===== src/rtl/pm_smi_pkg.sv =====
package pm_smi_pkg;
    localparam int STAT_W  = 8;
    localparam int LVL_W   = 4;
    localparam int B_TMR   = 0;
    localparam int B_RTC   = 1;
    localparam int B_CODEC = 2;
    localparam int B_PWR   = 3;
    localparam int B_THERM = 6;
    localparam int B_GPIO  = 7;
    // index of each level source inside the synchronized vector
    localparam int L_THERM = 0;
    localparam int L_PWR   = 1;
    localparam int L_RTC   = 2;
    localparam int L_CODEC = 3;

    typedef enum logic [0:0] {
        ST_QUIET = 1'b0,
        ST_ALERT = 1'b1
    } smi_state_t;
endpackage


===== src/rtl/pm_smi_sync.sv =====
module pm_smi_sync #(
    parameter int W     = 4,
    parameter int DEPTH = 2
) (
    input  logic         clk,
    input  logic         rst_n,
    input  logic [W-1:0] d_in,
    output logic [W-1:0] q_out
);
    logic [W-1:0] stg [DEPTH];

    always_ff @(posedge clk or negedge rst_n) begin
        if (!rst_n) stg[0] <= '0;
        else        stg[0] <= d_in;
    end

    for (genvar i = 1; i < DEPTH; i++) begin : g_chain
        always_ff @(posedge clk or negedge rst_n) begin
            if (!rst_n) stg[i] <= '0;
            else        stg[i] <= stg[i-1];
        end
    end

    assign q_out = stg[DEPTH-1];
endmodule


===== src/rtl/pm_smi_edge.sv =====
module pm_smi_edge #(
    parameter int W      = 1,
    parameter bit TOGGLE = 1'b0
) (
    input  logic         clk,
    input  logic         rst_n,
    input  logic [W-1:0] lvl,
    output logic [W-1:0] pulse
);
    logic [W-1:0] prev_q;

    always_ff @(posedge clk or negedge rst_n) begin
        if (!rst_n) prev_q <= '0;
        else        prev_q <= lvl;
    end

    if (TOGGLE) begin : g_toggle
        assign pulse = lvl ^ prev_q;
    end else begin : g_rise
        assign pulse = lvl & ~prev_q;
    end
endmodule


===== src/rtl/pm_smi_fsm.sv =====
module pm_smi_fsm
    import pm_smi_pkg::*;
(
    input  logic clk,
    input  logic rst_n,
    input  logic any_ev,
    input  logic hold,
    input  logic rd_clr,
    output logic alert
);
    smi_state_t state_q, state_d;

    always_ff @(posedge clk or negedge rst_n) begin
        if (!rst_n) state_q <= ST_QUIET;
        else        state_q <= state_d;
    end

    always_comb begin
        state_d = state_q;
        unique case (state_q)
            ST_QUIET: if (any_ev || hold) state_d = ST_ALERT;               // raise
            ST_ALERT: if (rd_clr && !any_ev && !hold) state_d = ST_QUIET;   // release
            default:  state_d = ST_QUIET;
        endcase
    end

    always_comb begin
        alert = (state_q == ST_ALERT);
    end
endmodule


===== src/rtl/pm_smi_status.sv =====
module pm_smi_status
    import pm_smi_pkg::*;
#(
    parameter int SYNC_DEPTH = 2
) (
    input  logic              clk,
    input  logic              rst_n,
    input  logic              suspend_st,
    input  logic              pme_route_ctl,
    input  logic              therm_n,
    input  logic              therm_en,
    input  logic              pwr_req,
    input  logic              rtc_irq,
    input  logic              codec_sdin,
    input  logic              codec_en,
    input  logic              tmr_msb,
    input  logic              tmr_en,
    input  logic              gpio_pend,
    input  logic              rd_clr,
    input  logic              mirror_rd,
    output logic [STAT_W-1:0] status_rd,
    output logic [STAT_W-1:0] mirror_data,
    output logic              top_sum,
    output logic              smi_req
);
    logic [LVL_W-1:0]  raw_lvl, sync_lvl, rise;
    logic              tgl;
    logic [STAT_W-1:0] ev, lat_q;
    logic              gpio_bit, alert;

    always_comb begin
        raw_lvl          = '0;
        raw_lvl[L_THERM] = ~therm_n;
        raw_lvl[L_PWR]   = pwr_req;
        raw_lvl[L_RTC]   = rtc_irq;
        raw_lvl[L_CODEC] = codec_sdin;
    end

    pm_smi_sync #(.W(LVL_W), .DEPTH(SYNC_DEPTH)) u_sync (
        .clk(clk), .rst_n(rst_n), .d_in(raw_lvl), .q_out(sync_lvl)
    );

    pm_smi_edge #(.W(LVL_W), .TOGGLE(1'b0)) u_rise (
        .clk(clk), .rst_n(rst_n), .lvl(sync_lvl), .pulse(rise)
    );

    pm_smi_edge #(.W(1), .TOGGLE(1'b1)) u_tgl (
        .clk(clk), .rst_n(rst_n), .lvl(tmr_msb), .pulse(tgl)
    );

    always_comb begin
        ev          = '0;
        ev[B_THERM] = rise[L_THERM] & therm_en;
        ev[B_PWR]   = rise[L_PWR] & ~pme_route_ctl;
        ev[B_RTC]   = rise[L_RTC] & suspend_st & ~pme_route_ctl;
        ev[B_CODEC] = rise[L_CODEC] & codec_en;
        ev[B_TMR]   = tgl & tmr_en;
    end

    // read clears what it returned; same-cycle events survive
    always_ff @(posedge clk or negedge rst_n) begin
        if (!rst_n) lat_q <= '0;
        else        lat_q <= (rd_clr ? '0 : lat_q) | ev;
    end

    assign gpio_bit = gpio_pend & ~pme_route_ctl;

    always_comb begin
        status_rd         = lat_q;
        status_rd[B_GPIO] = gpio_bit;
        status_rd[5:4]    = 2'b00;
    end
    assign mirror_data = status_rd;

    pm_smi_fsm u_fsm (
        .clk(clk), .rst_n(rst_n), .any_ev(|ev), .hold(gpio_bit),
        .rd_clr(rd_clr), .alert(alert)
    );

    assign top_sum = alert;
    assign smi_req = alert;

    p_rsvd_zero_r10: assert property (@(posedge clk) disable iff (!rst_n)
        status_rd[5:4] == 2'b00);

    p_smi_pending_r11: assert property (@(posedge clk) disable iff (!rst_n)
        (lat_q != '0) |-> smi_req);

    p_clear_r7: assert property (@(posedge clk) disable iff (!rst_n)
        (rd_clr && ev == '0) |=> (lat_q == '0));

    p_keep_r9: assert property (@(posedge clk) disable iff (!rst_n)
        rd_clr |=> ((lat_q & $past(ev)) == $past(ev)));

    p_gpio_hold_r6: assert property (@(posedge clk) disable iff (!rst_n)
        (rd_clr && gpio_pend && !pme_route_ctl) |=> smi_req);

    p_sticky_r2: assert property (@(posedge clk) disable iff (!rst_n)
        (!rd_clr && lat_q[B_THERM]) |=> lat_q[B_THERM]);

    p_rtc_gate_r5: assert property (@(posedge clk) disable iff (!rst_n)
        (!suspend_st && !lat_q[B_RTC]) |=> !lat_q[B_RTC]);

    p_mirror_r8: assert property (@(posedge clk) disable iff (!rst_n)
        (mirror_rd && !rd_clr && ev == '0) |=> $stable(lat_q));
endmodule


===== config.mk =====
export PLATFORM = sky130hd
export DESIGN_NAME = pm_smi_status
export DESIGN_NICKNAME = d
export VERILOG_FILES = /design/src/rtl/pm_smi_pkg.sv /design/src/rtl/pm_smi_sync.sv /design/src/rtl/pm_smi_edge.sv /design/src/rtl/pm_smi_fsm.sv /design/src/rtl/pm_smi_status.sv
export SDC_FILE = /design/constraint.sdc
export NUM_CORES = 1
export LEC_CHECK = 0
export BUFFER_PORTS_ARGS = -buffer_cell sky130_fd_sc_hd__buf_2
export CAP_MARGIN = 20
export CORE_AREA = 2 2 43 45
export DETAILED_ROUTE_END_ITERATION = 12
export DIE_AREA = 0 0 45 47
export GPL_ROUTABILITY_DRIVEN = 0
export GPL_TIMING_DRIVEN = 0
export PLACE_DENSITY = 0.86
export RECOVER_POWER = 25
export SYNTH_ARGS = -nofsm -noshare
export SYNTH_HDL_FRONTEND = slang
export SYNTH_HIERARCHICAL = 1
export SYNTH_SLANG_ARGS = --single-unit

===== constraint.sdc =====
create_clock -name clk -period 1.8 [get_ports clk]
set_input_delay 0.18 -clock clk [delete_from_list [all_inputs] [get_ports clk]]
set_output_delay 0.18 -clock clk [all_outputs]
set_load 0.03 [all_outputs]

==> results.yml, run 1 <==
detailed_routing:
  routed_via_density: 4.13
  detail_route.wl_per_cell_um: 8.60
  postRouteAntennaNets: 0
  drtPass1Iterations: 1
  wl_mm: 1.02
  drc_errors: 0
  dr.first_iter.drc_count: 0
  num_vias: 487
sta:
  holdWs_ns: 0.0241
  fin_crit_sh: 0.647
  report.final.slew_viol_count: 0
  fin_skew_ns: 0.00218
  worst_slack_ns: 0.636
  setup_viol: 0
  fin_crit_ns: 1.16
  final_hold_viol_count: 0
  timing.setup.tns_ns: 0
  rsz0062_at_grt: "no"
  max_freq_ghz: 0.859
hold_path:
  hold_path.startpoint: "therm_n"
  hold_path_depth: 2
  hold_path.class: "input pin to register"
  holdPathEnd: "u_sync/stg[4]"
critical_path:
  arrival_ns: 0.98
  cp-end-kind: "output pin"
  worstReg2RegStart: "u_sync/q_out[2]"
  cp_data_required_time_ns: 1.62
  crit_path_start_kind: "register"
  criticalPathCategory: "register to output pin"
  worstReg2RegEnd: "u_fsm/alert"
  reg2regPathDepth: 6
  cp_max_fo: 3
  r2r_slack_ns: 0.69
logic_synthesis:
  yosysMostFrequentCell: "dfrtp_1"
  synth_edf_count: 0
  synthTopCellsByCount: "dfrtp_1, buf_4, inv_1"
  ys_seq_area_frac: 0.622
  synth_seq_cells: 19
  synth_area_leaders: "dfrtp_1, buf_4, nor2b_4"
  ys.flop_type: "dfrtp_1"
  synth_top_area_share: 0.622
  synth_area_leader_cell: "dfrtp_1"
  synth_warnings: 6
  synthArstFlopShare: 1.00
  syn_area_per_cell_um2: 12.1
  synth_cell_types: 14
  syn_area_um2: 764
  syn_inst: 63
die:
  start_util: 0.463
  placementRows: 15
  core_area_mm2: 0.00165
  dieHeight_um: 47
  io_pins: 33
  die_w_um: 45
  fp.dieArea_mm2: 0.00212
clock_tree:
  htree_levels: 1
  ctsResizeCount: 0
  postCtsSetupBuffers: 0
  postCtsHoldBufs: 4
  cts_tree: "yes"
  clk_latency_ns: 0.28
  clkSinkCount: 19
  cts_buffers: 3
  clk_pin_slew_ns: 0.10
  cts_buffer_depth: 2
  clockRootBuffer: "clkbuf_4"
power:
  ir_drop_mv: 0.381
  leakagePower_nw: 0.545
  power.density_mw_per_mm2: 853
  total_power_uw: 847
grt:
  grt_max_degree: 20
  antenna_found_initial: 0
  grt_pass1_vias: 418
  grt_first_pass_wirelength_mm: 1.66
  grt.total_usage: 0.112
  grt_overflow_total: 0
finish:
  antenna-diode-count: 0
  utilization: 0.602
  syn_to_final_growth_pct: 30.0
  drive_above_1_share: 0.475
  nNetsFinal: 117
place:
  hpwlAfterDp_um: 765
  numPortBuffers: 27
  pre_cts_ws_ns: 0.672
run:
  cap_violations: 0
status:
  outcome: "complete, no violations"
worst max path at each step:
stage                                from     endpoint  slack [ns]
after floorplan           u_sync/q_out[2]  u_fsm/alert        0.74
after global placement    u_sync/q_out[2]  u_fsm/alert        0.69
after detailed placement  u_sync/q_out[2]  u_fsm/alert        0.67
after CTS                     u_fsm/alert      top_sum        0.62
after global routing      u_sync/q_out[2]  u_fsm/alert        0.56
final                         u_fsm/alert      top_sum        0.64
worst max-delay path: stages (launching register included):
cell and delay, ns:
dfrtp_1 0.41, buf_4 0.13, buf_2 0.16
metrics by stage:
stage / area, um^2 / instances
floorplan: 776 / 66
global placement: 932 / 110
detailed placement: 932 / 110
CTS: 998 / 118
global route: 993 / 118
finish: 993 / 118
power by group:
| group | switching [mW] | internal [mW] | leakage, nW |
|---|---|---|---|
| Clock | 0.115 | 0.0859 | 0.0150 |
| Combinational | 0.105 | 0.0750 | 0.304 |
| Sequential | 0.0139 | 0.453 | 0.226 |
routing by layer:
metal	wire, um	vias to the layer above	track usage
li1	-	250	-
met1	411	211	0.134
met2	477	26	0.180
met3	126	0	0.0308
met4	0	0	0.0706
met5	0	-	0
registers in the layout (all words and copies together) (netlist names):
signal,count
u_fsm/alert,1
u_sync/q_out,4
u_sync/stg,4
lat_q,5
u_rise/prev_q,4
u_tgl/prev_q,1
logic make-up (layout without fill, tap and decap cells):
logic type | Yosys count | count (layout) | share of synthesized area
simple gates | 10 | 10 | 0.105
flops | 19 | 19 | 0.622
buf+inv | 24 | 59 | 0.196
other cells | 1 | 4 | 0.00491
xor+xnor | 1 | 1 | 0.0115
compound gates | 8 | 8 | 0.0605
layout by cell type (no fill, tap or decap):
cell	n
a21oi_1	1
xor2_1	1
clkbuf_1	3
nor2_1	1
dlygate4sd3_1	4
o2111ai_1	1
inv_1	8
nand2_1	4
o21ai_1	1
buf_4	12
clkbuf_4	6
nor2b_4	4
conb_1	4
buf_2	26
dfrtp_1	19
nor2b_1	1
o21ai_0	3
o22ai_1	2
area by class of cell:
type	count	area [um^2]
plain buffers	16	116
repair buffers	31	174
fillers	146	658
clock buffers	4	26.3
well taps	17	21.3
flip-flops and latches	19	475
multi-input cells	23	150
inverters	8	30.0
Power figures use the tool's default switching activity.
==> run 2: changes to the inputs <==
ABC_AREA = 1   (was unset)
CORE_AREA = 2 2 48 50   (was 2 2 43 45)
DIE_AREA = 0 0 50 52   (was 0 0 45 47)
PLACE_DENSITY = 0.75   (was 0.86)
clock period = 1 ns   (was 1.8 ns; I/O delays follow)
==> run 2 against run 1 <==
  * The flow now finishes with violations (negative setup slack)
  * Cell count grew 23%
  * Synthesized cell count grew 24%
  * Wire length is 31% higher
  * First-iteration DRC count increased by 5
==> results.yml, run 2 <==
die:
  io_pins: 33
  dieHeight_um: 52
  start_util: 0.368
  die_w_um: 50
  placementRows: 17
  fp.dieArea_mm2: 0.00260
  core_area_mm2: 0.00211
sta:
  setup_viol: 5
  timing.setup.tns_ns: -0.277
  fin_skew_ns: 0.00411
  max_freq_ghz: 0.927
  rsz0062_at_grt: "yes"
  worst_slack_ns: -0.0787
  fin_crit_sh: 1.08
  final_hold_viol_count: 0
  holdWs_ns: 0.0473
  report.final.slew_viol_count: 0
  fin_crit_ns: 1.08
finish:
  nNetsFinal: 133
  largest_reg_flops: 5
  drive_above_1_share: 0.470
  layout_common_cells: "dfrtp_1, buf_6, buf_2"
  largest_register: "lat_q"
  antenna-diode-count: 0
  design_area_mm2: 0.00113
  syn_to_final_growth_pct: 45.8
  mostFrequentLayoutCell: "dfrtp_1"
hold_path:
  hold_path.class: "input pin to register"
  hold_path.startpoint: "codec_en"
critical_path:
  cp-end-kind: "output pin"
  r2r_slack_ns: -0.03
  reg2regPathDepth: 8
  cp_data_required_time_ns: 0.90
  crit_start: "lat_q[0]"
  criticalPathCategory: "register to output pin"
  cp_max_fo: 3
  worstReg2RegStart: "u_sync/q_out[2]"
  arrival_ns: 0.98
  critPathCapture: "status_rd[0]"
  crit_path_start_kind: "register"
  worstReg2RegEnd: "u_fsm/alert"
logic_synthesis:
  syn_area_per_cell_um2: 9.95
  synthTopCellsByCount: "dfrtp_1, buf_4, inv_1"
  synth_adder_area_share: 0
  ys_seq_area_frac: 0.613
  synth_area_leader_cell: "dfrtp_1"
  synth_top_family_by_area: "buffers and inverters"
  synth_cell_types: 9
  synth_edf_count: 0
  synth_compound_area_frac: 0.0355
  synthArstFlopShare: 1.00
  synth_area_leaders: "dfrtp_1, buf_4, inv_1"
  yosysMostFrequentCell: "dfrtp_1"
  ys.flop_type: "dfrtp_1"
  synth_xor_xnor_area_share: 0
  syn_area_um2: 776
  synth_warnings: 6
  synth_seq_cells: 19
  synth_mux_area_frac: 0
  synthSimpleGateAreaFrac: 0.115
  synth_top_area_share: 0.613
  syn_inst: 78
power:
  ir_drop_mv: 0.989
  sw_frac_of_total: 0.279
  seqPwrFrac: 0.529
  power_frac_comb: 0.244
  power.density_mw_per_mm2: 1420
  p_sw_uw: 449
  intPower_mw: 1.16
  leakagePower_nw: 0.617
  pwr-share-clk: 0.227
detailed_routing:
  wl_mm: 1.33
  num_vias: 565
  drtPass1Iterations: 2
  postRouteAntennaNets: 0
  dr.first_iter.drc_count: 5
  drc_errors: 0
  detail_route.wl_per_cell_um: 9.17
  routed_via_density: 3.90
clock_tree:
  clk_pin_slew_ns: 0.10
  cts_buffers: 3
  clockRootBuffer: "clkbuf_4"
  htree_levels: 1
  clkSinkCount: 19
  cts_tree: "yes"
  clk_latency_ns: 0.29
  cts_buffer_depth: 2
grt:
  antenna_found_initial: 0
  grt_pass1_vias: 567
  grt_max_degree: 20
  grt_overflow_total: 0
  grt.total_usage: 0.114
  grt_first_pass_wirelength_mm: 2.18
status:
  violations: "negative setup slack"
  outcome: "finished with violations"
place:
  hpwlAfterDp_um: 951
  pre_cts_ws_ns: -0.0936
  numPortBuffers: 27
  placed_cell_area_um2: 961
run:
  cap_violations: 0
[run 2: kinds of logic (layout without fill, tap and decap cells)]
logic type             Yosys count  in the layout
AND/OR/NAND/NOR                 21             21
other                            1              4
buffers and inverters           32             68
flip-flops                      19             19
AO/OA/AOI/OAI                    5              5
[run 2: area by class of cell]
| class | instances | area, um^2 |
|---|---|---|
| Inverter | 16 | 60.1 |
| Sequential cell | 19 | 475 |
| Multi-Input combinational cell | 30 | 136 |
| Timing Repair Buffer | 38 | 308 |
| Fill cell | 191 | 975 |
| Tap cell | 28 | 35.0 |
| Clock buffer | 4 | 26.3 |
| Buffer | 10 | 90.1 |
[run 2: worst max-delay path: stages, from the launching register on]
cell and delay [ns]:
dfrtp_1 0.43, buf_6 0.13, buf_6 0.12
[run 2: worst min path at each step]
stage,end,slack [ns],cells after the start
detailed placement,lat_q[0],0.06,1
finish,lat_q[2],0.05,3
floorplan,lat_q[0],-0.20,0
global placement,u_sync/stg[5],0.04,1
global route,lat_q[1],0.04,2
CTS,lat_q[3],0.04,2
[run 2: repair_timing]
item | in CTS | in global routing
gates resized for setup | 18 | 16
endpoints found under the setup margin | 8 | 12
hold endpoints to repair | 24 | 0
cloned | 0 | 0
hold buffers | 6 | 0
pin swaps | 13 | 3
setup buffers | 5 | 0
[run 2: routing by layer]
metal	GRT usage	vias to the layer above	wire, um
li1	-	282	-
met1	0.102	254	495
met2	0.228	25	719
met3	0.0201	4	73
met4	0.0787	0	41
met5	0	-	0
[run 2: metrics by stage]
stage                util  std cells  power (mW)
floorplan               -         81        1.07
CTS                 0.519        145        1.60
global route        0.537        145        1.69
detailed placement  0.456        136        1.17
global placement    0.456        136        1.16
finish              0.537        145        1.61
[run 2: power groups by stage]
stage	clock [mW]	combinational, mW	sequential, mW
final	0.365	0.392	0.849
after global routing	0.404	0.425	0.857
after CTS	0.386	0.370	0.847
after detailed placement	0	0.319	0.855
after global placement	0	0.312	0.851
after floorplan	0	0.180	0.892
